===== config.mk =====
export PLATFORM = sky130hd
export DESIGN_NAME = dbg_mode_ctl
export DESIGN_NICKNAME = d
export VERILOG_FILES = /design/src/rtl/dbg_mode_pkg.sv /design/src/rtl/dbg_entry_calc.sv /design/src/rtl/dbg_resume_calc.sv /design/src/rtl/dbg_mode_ctl.sv
export SDC_FILE = /design/constraint.sdc
export NUM_CORES = 1
export LEC_CHECK = 0
export CELL_PAD_IN_SITES_DETAIL_PLACEMENT = 1
export CELL_PAD_IN_SITES_GLOBAL_PLACEMENT = 1
export CORE_MARGIN = 5
export CORE_UTILIZATION = 25
export CTS_BUF_LIST = sky130_fd_sc_hd__clkbuf_4
export DETAILED_ROUTE_END_ITERATION = 8
export GPL_TIMING_DRIVEN = 0
export PLACE_DENSITY = 0.89
export SLEW_MARGIN = 0
export SYNTH_ARGS = -nofsm -noshare
export SYNTH_HDL_FRONTEND = slang
export SYNTH_SLANG_ARGS = --single-unit

===== constraint.sdc =====
create_clock -name clk -period 1.2 [get_ports clk]
set_clock_uncertainty 0.2 [all_clocks]
set_input_delay 0.24 -clock clk [delete_from_list [all_inputs] [get_ports clk]]
set_output_delay 0.24 -clock clk [all_outputs]
set_load 0.005 [all_outputs]

===== src/rtl/dbg_mode_pkg.sv =====
package dbg_mode_pkg;

  typedef enum logic [1:0] {
    PRIV_U   = 2'd0,
    PRIV_S   = 2'd1,
    PRIV_RSV = 2'd2,
    PRIV_M   = 2'd3
  } priv_e;

  localparam int PRV_LO   = 0;
  localparam int PRV_W    = 2;
  localparam int VIRT_BIT = 5;
  localparam int CAUSE_LO = 6;
  localparam int CAUSE_W  = 3;
  localparam int PELP_BIT = 18;

  typedef struct packed {
    logic has_h;
    logic has_s;
    logic has_u;
    logic rvc;
    logic lp;
    logic mdt;
    logic sdt;
  } hart_cfg_t;

endpackage


===== src/rtl/dbg_entry_calc.sv =====
module dbg_entry_calc
  import dbg_mode_pkg::*;
#(
  parameter int XLEN       = 32,
  parameter int DCSR_W     = 32,
  parameter int CAUSE_IN_W = 4
) (
  input  hart_cfg_t             cfg,
  input  logic [XLEN-1:0]       pc_in,
  input  logic [CAUSE_IN_W-1:0] cause_in,
  input  logic [1:0]            priv_in,
  input  logic                  virt_in,
  input  logic                  elp_in,
  input  logic [DCSR_W-1:0]     dcsr_cur,
  output logic [XLEN-1:0]       dpc_nxt,
  output logic [DCSR_W-1:0]     dcsr_nxt
);

  // Resume address: instruction alignment depends on compressed support
  always_comb begin
    dpc_nxt    = pc_in;
    dpc_nxt[0] = 1'b0;
    if (!cfg.rvc) dpc_nxt[1] = 1'b0;
  end

  // Control word: replace cause, privilege and virt fields, keep the rest
  always_comb begin
    dcsr_nxt                        = dcsr_cur;
    dcsr_nxt[PRV_LO +: PRV_W]       = priv_in;
    dcsr_nxt[VIRT_BIT]              = virt_in & cfg.has_h;
    dcsr_nxt[CAUSE_LO +: CAUSE_W]   = cause_in[CAUSE_W-1:0];
    if (cfg.lp) dcsr_nxt[PELP_BIT]  = elp_in;
  end

endmodule


===== src/rtl/dbg_resume_calc.sv =====
module dbg_resume_calc
  import dbg_mode_pkg::*;
#(
  parameter int DCSR_W = 32
) (
  input  hart_cfg_t         cfg,
  input  logic [DCSR_W-1:0] dcsr_cur,
  input  logic              fcfi_en,
  output priv_e             tgt_priv,
  output logic              tgt_virt,
  output logic              clr_mprv,
  output logic              clr_mdt,
  output logic              clr_sdt,
  output logic              clr_vs_sdt,
  output logic              elp_val,
  output logic [DCSR_W-1:0] dcsr_nxt
);

  logic [PRV_W-1:0] saved_priv;
  logic             saved_virt;

  assign saved_priv = dcsr_cur[PRV_LO +: PRV_W];
  assign saved_virt = dcsr_cur[VIRT_BIT] & cfg.has_h;

  // Legalize the saved mode against the modes this hart implements
  always_comb begin
    tgt_priv = PRIV_M;
    tgt_virt = 1'b0;
    unique case (saved_priv)
      PRIV_U: begin
        if (cfg.has_u) begin
          tgt_priv = PRIV_U;
          tgt_virt = saved_virt;
        end else if (cfg.has_s) begin
          tgt_priv = PRIV_S;
        end
      end
      PRIV_S: begin
        if (cfg.has_s) begin
          tgt_priv = PRIV_S;
          tgt_virt = saved_virt;
        end
      end
      default: begin
        tgt_priv = PRIV_M;
        tgt_virt = 1'b0;
      end
    endcase
  end

  // Status clear requests derived from the legal target
  always_comb begin
    clr_mprv   = (tgt_priv != PRIV_M);
    clr_mdt    = cfg.mdt && (tgt_priv != PRIV_M);
    clr_sdt    = cfg.sdt && ((tgt_priv == PRIV_U) || tgt_virt);
    clr_vs_sdt = cfg.sdt && tgt_virt && (tgt_priv == PRIV_U);
  end

  // Landing-pad restore and clearing of the saved copy
  always_comb begin
    elp_val  = fcfi_en & dcsr_cur[PELP_BIT];
    dcsr_nxt = dcsr_cur;
    if (cfg.lp) dcsr_nxt[PELP_BIT] = 1'b0;
  end

endmodule


===== src/rtl/dbg_mode_ctl.sv =====
module dbg_mode_ctl
  import dbg_mode_pkg::*;
#(
  parameter int XLEN       = 32,
  parameter int DCSR_W     = 32,
  parameter int CAUSE_IN_W = 4
) (
  input  logic                  clk,
  input  logic                  rst,
  input  logic                  cfg_dbg_en,
  input  logic                  cfg_has_h,
  input  logic                  cfg_has_s,
  input  logic                  cfg_has_u,
  input  logic                  cfg_rvc,
  input  logic                  cfg_lp,
  input  logic                  cfg_mdt,
  input  logic                  cfg_sdt,
  input  logic                  enter_req,
  input  logic [XLEN-1:0]       enter_pc,
  input  logic [CAUSE_IN_W-1:0] enter_cause,
  input  logic [1:0]            cur_priv,
  input  logic                  cur_virt,
  input  logic                  cur_elp,
  input  logic                  resume_req,
  input  logic                  fcfi_en,
  input  logic                  trig_hit,
  output logic                  dbg_mode,
  output logic [XLEN-1:0]       dpc,
  output logic [DCSR_W-1:0]     dcsr,
  output logic                  res_valid,
  output logic [XLEN-1:0]       res_pc,
  output logic [1:0]            res_priv,
  output logic                  res_virt,
  output logic                  clr_mprv,
  output logic                  clr_mdt,
  output logic                  clr_sdt,
  output logic                  clr_vs_sdt,
  output logic                  elp_wr,
  output logic                  elp_wdata,
  output logic                  trig_fire
);

  localparam logic [DCSR_W-1:0] DCSR_RST = DCSR_W'(PRIV_M);

  hart_cfg_t         cfg;
  logic [XLEN-1:0]   ent_dpc;
  logic [DCSR_W-1:0] ent_dcsr;
  logic [DCSR_W-1:0] res_dcsr;
  priv_e             rc_priv;
  logic              rc_virt, rc_mprv, rc_mdt, rc_sdt, rc_vs_sdt, rc_elp;
  logic              take_enter, take_resume;

  always_comb begin
    cfg.has_h = cfg_has_h;
    cfg.has_s = cfg_has_s;
    cfg.has_u = cfg_has_u;
    cfg.rvc   = cfg_rvc;
    cfg.lp    = cfg_lp;
    cfg.mdt   = cfg_mdt;
    cfg.sdt   = cfg_sdt;
  end

  dbg_entry_calc #(
    .XLEN(XLEN), .DCSR_W(DCSR_W), .CAUSE_IN_W(CAUSE_IN_W)
  ) u_entry (
    .cfg(cfg), .pc_in(enter_pc), .cause_in(enter_cause),
    .priv_in(cur_priv), .virt_in(cur_virt), .elp_in(cur_elp),
    .dcsr_cur(dcsr), .dpc_nxt(ent_dpc), .dcsr_nxt(ent_dcsr)
  );

  dbg_resume_calc #(.DCSR_W(DCSR_W)) u_resume (
    .cfg(cfg), .dcsr_cur(dcsr), .fcfi_en(fcfi_en),
    .tgt_priv(rc_priv), .tgt_virt(rc_virt), .clr_mprv(rc_mprv),
    .clr_mdt(rc_mdt), .clr_sdt(rc_sdt), .clr_vs_sdt(rc_vs_sdt),
    .elp_val(rc_elp), .dcsr_nxt(res_dcsr)
  );

  // Resume is only meaningful while halted, entry only while running
  assign take_resume = cfg_dbg_en &&  dbg_mode && resume_req;
  assign take_enter  = cfg_dbg_en && !dbg_mode && enter_req;

  always_ff @(posedge clk) begin
    if (rst) begin
      dbg_mode   <= 1'b0;
      dpc        <= '0;
      dcsr       <= DCSR_RST;
      res_valid  <= 1'b0;
      res_pc     <= '0;
      res_priv   <= 2'd0;
      res_virt   <= 1'b0;
      clr_mprv   <= 1'b0;
      clr_mdt    <= 1'b0;
      clr_sdt    <= 1'b0;
      clr_vs_sdt <= 1'b0;
      elp_wr     <= 1'b0;
      elp_wdata  <= 1'b0;
      trig_fire  <= 1'b0;
    end else begin
      res_valid  <= 1'b0;
      clr_mprv   <= 1'b0;
      clr_mdt    <= 1'b0;
      clr_sdt    <= 1'b0;
      clr_vs_sdt <= 1'b0;
      elp_wr     <= 1'b0;
      elp_wdata  <= 1'b0;
      trig_fire  <= trig_hit && !dbg_mode;
      if (take_resume) begin
        dbg_mode   <= 1'b0;
        dcsr       <= res_dcsr;
        res_valid  <= 1'b1;
        res_pc     <= dpc;
        res_priv   <= rc_priv;
        res_virt   <= rc_virt;
        clr_mprv   <= rc_mprv;
        clr_mdt    <= rc_mdt;
        clr_sdt    <= rc_sdt;
        clr_vs_sdt <= rc_vs_sdt;
        elp_wr     <= cfg_lp;
        elp_wdata  <= cfg_lp && rc_elp;
      end else if (take_enter) begin
        dbg_mode <= 1'b1;
        dpc      <= ent_dpc;
        dcsr     <= ent_dcsr;
        elp_wr   <= cfg_lp;
      end
    end
  end

  AST_OFF_HOLDS: assert property (@(posedge clk) disable iff (rst)
    !cfg_dbg_en |=> $stable(dbg_mode) && !res_valid && !elp_wr);
  AST_DPC_ALIGNED: assert property (@(posedge clk) disable iff (rst)
    dbg_mode |-> !dpc[0]);
  AST_M_NO_VIRT: assert property (@(posedge clk) disable iff (rst)
    res_valid && (res_priv == PRIV_M) |-> !res_virt);
  AST_NO_RSV_PRIV: assert property (@(posedge clk) disable iff (rst)
    res_valid |-> res_priv != PRIV_RSV);
  AST_S_LEGAL: assert property (@(posedge clk) disable iff (rst)
    res_valid && (res_priv == PRIV_S) |-> $past(cfg_has_s));
  AST_U_LEGAL: assert property (@(posedge clk) disable iff (rst)
    res_valid && (res_priv == PRIV_U) |-> $past(cfg_has_u));
  AST_RES_LEAVES: assert property (@(posedge clk) disable iff (rst)
    res_valid |-> !dbg_mode && $past(dbg_mode));
  AST_MPRV_WITH_RES: assert property (@(posedge clk) disable iff (rst)
    clr_mprv |-> res_valid && (res_priv != PRIV_M));
  AST_VS_SDT_SUB: assert property (@(posedge clk) disable iff (rst)
    clr_vs_sdt |-> clr_sdt && res_virt && (res_priv == PRIV_U));
  AST_TRIG_QUIET: assert property (@(posedge clk) disable iff (rst)
    $past(dbg_mode) |-> !trig_fire);
  AST_HALT_HOLDS_DPC: assert property (@(posedge clk) disable iff (rst)
    dbg_mode && $past(dbg_mode) |-> $stable(dpc));

endmodule


* After elaboration in Yosys (flattened, before gate mapping)
Index checks and enable logic that the tools add are counted.
** Word-level totals
- Word-level logic and storage cells :: 56
- Output and inout port bits :: 108
- Bits of input ports :: 54
- Flip-flop bits (word level) :: 81
** Cells by class
- Multiplexer cells :: 14
- Bitwise operators :: 4
- Reductions and logical operators :: 19
- Equality and inequality tests :: 4
** Operators with widths (count)
- 2-to-1 mux 19 bit :: 2
- logical AND 1 bit :: 10
- 2-to-1 mux 1 bit :: 8
- inequality test 2 bit, second input constant :: 3
- logical NOT 2 bit :: 2
- 2-to-1 mux 2 bit :: 2
- one-hot mux 2 bit (2 select lines) :: 1
- OR reduction 2 bit :: 2
- bitwise AND 1 bit :: 3
- AND reduction 3 bit :: 1
- == test 2 x 1 -> 1 bit, second input constant :: 1
- one-hot mux 1 bit (2 select lines) :: 1
- AND reduction 2 bit :: 1
- nonzero test 2 bit :: 1
- logical NOT 1 bit :: 1
- logical OR 1 bit :: 1
- NOT 1 bit :: 1

* Depth between registers and ports, before layout
- Depth after elaboration :: 6
- Depth in mapped cells :: 5
- Depth with buffers taken out :: 4

* Modules after synthesis
Synthesis repeated with hierarchy kept, for this count alone.
** Unflattened totals
- Cells, all modules :: 611
- Area total of the unflattened synthesis :: 5131.2 sq um
** Modules (own cells, without submodules)
- dbg_mode_ctl :: cells each 499, instances 1, seq. area each 2162.1 sq um, area each 4300.4 sq um
- dbg_entry_calc :: cells each 65, instances 1, seq. area each 0.0 sq um, area each 489.2 sq um
- dbg_resume_calc :: cells each 47, instances 1, seq. area each 0.0 sq um, area each 341.6 sq um

* Worst setup path after synthesis
OpenSTA, ideal clock, no wires.
- Path kind :: reg2reg
- From :: register dbg_mode
- To :: register dcsr[18]
- Cell stages (with the launch flop) :: 6
- Path buffers :: 2
- Clock period less this slack :: 1369 ps
- Arrival :: 1037 ps
- Required time :: 868 ps
- Setup time :: 132 ps
- Path slack :: -169 ps
- Cells stage by stage :: dfxtp_1 and3b_1 buf_2 buf_6 a31oi_1 a21oi_1
** On the way
- Cells in the longest elaborated chain, start to end :: 5
- Elaborated cells between the ends (all ways) :: 10
- Those cells by class :: eq/ne (2); mux (1); reduce/logical (7)
** RTL lines
- start: declaration :: line dbg_mode_ctl.sv:27 : output logic dbg_mode,
- start signal: assignment :: line dbg_mode_ctl.sv:84 : dbg_mode <= 1'b0;
- start signal: assignment :: line dbg_mode_ctl.sv:108 : dbg_mode <= 1'b0;
- start signal: assignment :: line dbg_mode_ctl.sv:121 : dbg_mode <= 1'b1;
- logical NOT 1 bit :: line dbg_mode_ctl.sv:80 : assign take_enter = cfg_dbg_en && !dbg_mode && enter_req;
- logical AND 1 bit (2 in series) :: line dbg_mode_ctl.sv:80
- inequality test 2 bit (no source line) or nonzero test 2 bit (tied branches)
- AND reduction 3 bit (no source line)
- end signal: assignment :: line dbg_mode_ctl.sv:109 : dcsr <= res_dcsr;
- end signal: assignment :: line dbg_mode_ctl.sv:123 : dcsr <= ent_dcsr;
- end: declaration :: line dbg_mode_ctl.sv:29 : output logic [DCSR_W-1:0] dcsr,
Several ways; a longest one is shown, not always the timed one.
A chain may end at the register's enable or synchronous reset.

* Worst setup path after layout
- From :: register dbg_mode
- To :: register res_pc[9]
** On the way
- Cells in the longest elaborated chain, start to end :: 2
** RTL lines
- logical AND 1 bit (2 in series) :: line dbg_mode_ctl.sv:79 : assign take_resume = cfg_dbg_en && dbg_mode && resume_req;
- end signal: assignment :: line dbg_mode_ctl.sv:111 : res_pc <= dpc;
- end: declaration :: line dbg_mode_ctl.sv:31 : output logic [XLEN-1:0] res_pc,
No other way between the ends.

==> reports/summary.txt <==
Pins Over Slew Limit - 0
hold slack - 0.137 ns
IO Pins - 162
Final Setup Violations - 161
Tmin final - 1.52 ns
area of the mapped netlist - 3040 µm²
layout cells sized above 1 - 61.0%
largest family of logic cells by synthesized area - simple AND/OR/NAND/NOR gates
Hold WC Path Type - input port to flip-flop
CTS Hold Bufs - 0
clock-pin slew on the worst setup and hold paths - 0.12 ns
Final nets - 655
die height - 120 µm
worst hold start - enter_pc[2]
vias in the first global route - 3693
clock sink count - 81
total congestion overflow - 0
Clock Tree Root - clkbuf_4
WS Path Type - flip-flop to flip-flop
failing checks - negative setup slack
IO Port Bufs - 132
Worst path slowest cell - dfxtp_4
Critical Path Source Type - flip-flop
initial antenna violation count - 1
first-pass GRT wire length - 19100 µm
Tot Pwr - 5.18 mW
Starting DRT DRC Count - 87
mux cell area share after synthesis - 0%
largest net degree at the start of global routing - 13
via/cell ratio - 4.48
post-DR wirelength/cell - 17.4 µm
final core utilization - 49.2%
sequential fraction of the synthesis area - 53.3%
Vias - 3371
mean post-synth cell area - 8.15 µm²
Critical Path Max Stage Delay - 0.38 ns
Buf+Inv Stages, Crit Path - 3
reg2reg path depth - 6
MaxCap Viol Count - 0
Ys Warns - 0
row count - 40
Max Freq - 659 MHz
RSZ-0062 raised after global routing - true
FF-to-FF End - res_pc[9]
crit path cell chain - buf_6 -> and3_4 -> clkbuf_16 -> buf_16 -> nand2_1 -> a21oi_1
Die W - 120 µm
P&R area growth vs syn - 93.7%
Peak VDD IR - 0.502 mV
DRC viols - 0
Initial Utilization - 25.4%
Worst Path Required - 1.36 ns
routability cong. - 0.758
PD cells - 879 nW/µm²
TritonCTS clock tree - built
Final Hold Vio Count - 0
compound-cell area share of the yosys netlist - 13.0%
Crit Path Max Fanout - 6
core region area - 12000 µm²
clk_lat worst skew - 0.44 ns
outcome - complete, but fails checks
fin crit share - 126%
cells after synthesis - 373
post-route insts no fill - 753
final worst setup slack - -0.317 ns
R2R Path Start - dbg_mode
Global Route Usage Sum - 17.1%
Post-Route Setup TNS - -29.22 ns
placed cell area - 4660 µm²
Placed Instances - 678
clock buffer depth - 2
post-synthesis adder-cell area fraction - 0%
most common cell after layout, fill and taps aside - nand2_1
Synth Area in XOR/XNOR - 0%
Final ANT Viol Nets - 0
Yosys cell types - 24
cell family with most CP delay - buffers and inverters
number of synthesized register bits - 81
Worst Setup End Kind - flip-flop
DP HPWL - 8320 µm
H-tree levels - 3
Reg2Reg Setup Slack - -0.32 ns
Die Area - 14500 µm²
hold endpoint - dpc[2]
CP startpoint - dbg_mode
final wirelength - 13100 µm
P_leak - 2.64 nW
CTS buffer count - 9
pre-CTS setup slack - -0.830 ns
most frequent cells in the layout - 107 x nand2_1, 76 x dfxtp_2, 75 x buf_4, 65 x buf_6, 51 x clkdlybuf4s50_1
Design Area, Final - 5890 µm²
hold depth - 3
DRT Pass-1 Iters - 4
Simple-Gate Fraction of Synth Area - 21.8%
crit path DAT - 1.67 ns
==> kinds of logic after synthesis <==
kind of cell           count (synthesis)
buffers and inverters                 53
AOI/OAI and AO/OA                     76
and+or+nand+nor                      162
DFF                                   81
other                                  1
==> worst reg2reg max path, cell delays in order (launching register included) <==
cell	delay (ns)
dfxtp_4	0.38
buf_6	0.11
and3_4	0.22
clkbuf_16	0.16
buf_16	0.12
nand2_1	0.06
a21oi_1	0.19
==> cell usage after synthesis <==
cell / count / area share (%)
buf_6: 4 / 1.5
buf_2: 5 / 0.82
nand2b_1: 3 / 0.62
a21oi_1: 70 / 12
nor2b_1: 1 / 0.21
nand3b_1: 4 / 0.99
and3b_1: 1 / 0.29
nand2_1: 136 / 17
nand3_1: 5 / 0.82
a211oi_1: 2 / 0.49
nor2_1: 6 / 0.74
buf_4: 33 / 8.1
clkbuf_1: 9 / 1.1
and3_1: 2 / 0.41
and2_1: 1 / 0.21
o211a_1: 1 / 0.33
a31oi_1: 1 / 0.21
o21ai_0: 1 / 0.16
a21o_1: 1 / 0.25
nor3b_1: 2 / 0.49
conb_1: 1 / 0.12
dfxtp_1: 81 / 53
nor4_1: 1 / 0.21
inv_1: 2 / 0.25
==> flip-flops by register name, summed over array words and instances, names as in the netlist <==
| register | cells |
|---|---|
| res_pc | 31 |
| dpc | 31 |
| dcsr | 7 |
| clr_mdt | 1 |
| elp_wr | 1 |
| res_virt | 1 |
| trig_fire | 1 |
| dbg_mode | 1 |
| clr_vs_sdt | 1 |
| res_priv | 2 |
| clr_sdt | 1 |
| clr_mprv | 1 |
| elp_wdata | 1 |
| res_valid | 1 |
==> final cells by class <==
class,instances,area (µm²)
fill,1394,6070
timing repair buffer,191,1840
sequential,81,1730
multi-input combinational,265,1560
buffer,51,474
tap,147,184
clock buffer,10,75.1
clock inverter,5,23.8
inverter,2,10.0
antenna,1,2.50
==> how the worst max path moves through the flow <==
stage / end / slack [ns] / depth (start not counted)
after global routing: res_pc[9] / -0.36 / 5
after detailed placement: res_pc[27] / -0.83 / 5
after floorplan: dcsr[18] / -0.08 / 5
final: res_pc[9] / -0.32 / 6
after CTS: dpc[22] / -0.28 / 6
after global placement: elp_wr / -0.79 / 4
==> power by group <==
group | total [mW] | internal [mW] | switching (mW)
sequential | 2.82 | 2.77 | 0.0527
clock | 1.35 | 0.418 | 0.928
combinational | 1.01 | 0.574 | 0.437
total | 5.18 | 3.76 | 1.42
==> layer usage <==
metal | track usage [%] | part of all wire [%] | routed length, µm
met1 | 16.9 | 36 | 4780
met2 | 32.4 | 54 | 7150
met3 | 5.89 | 6.0 | 791
met4 | 6.52 | 3.0 | 395
met5 | 0 | 0 | 0
==> repair_timing <==
item                                    in CTS  in global routing
endpoints found under the setup margin     159                161
resized for setup                          528                 84
cloned                                       4                  1
pin swaps                                   15                 24
buffers inserted                            44                 11
(Power assumes the default switching activity.)
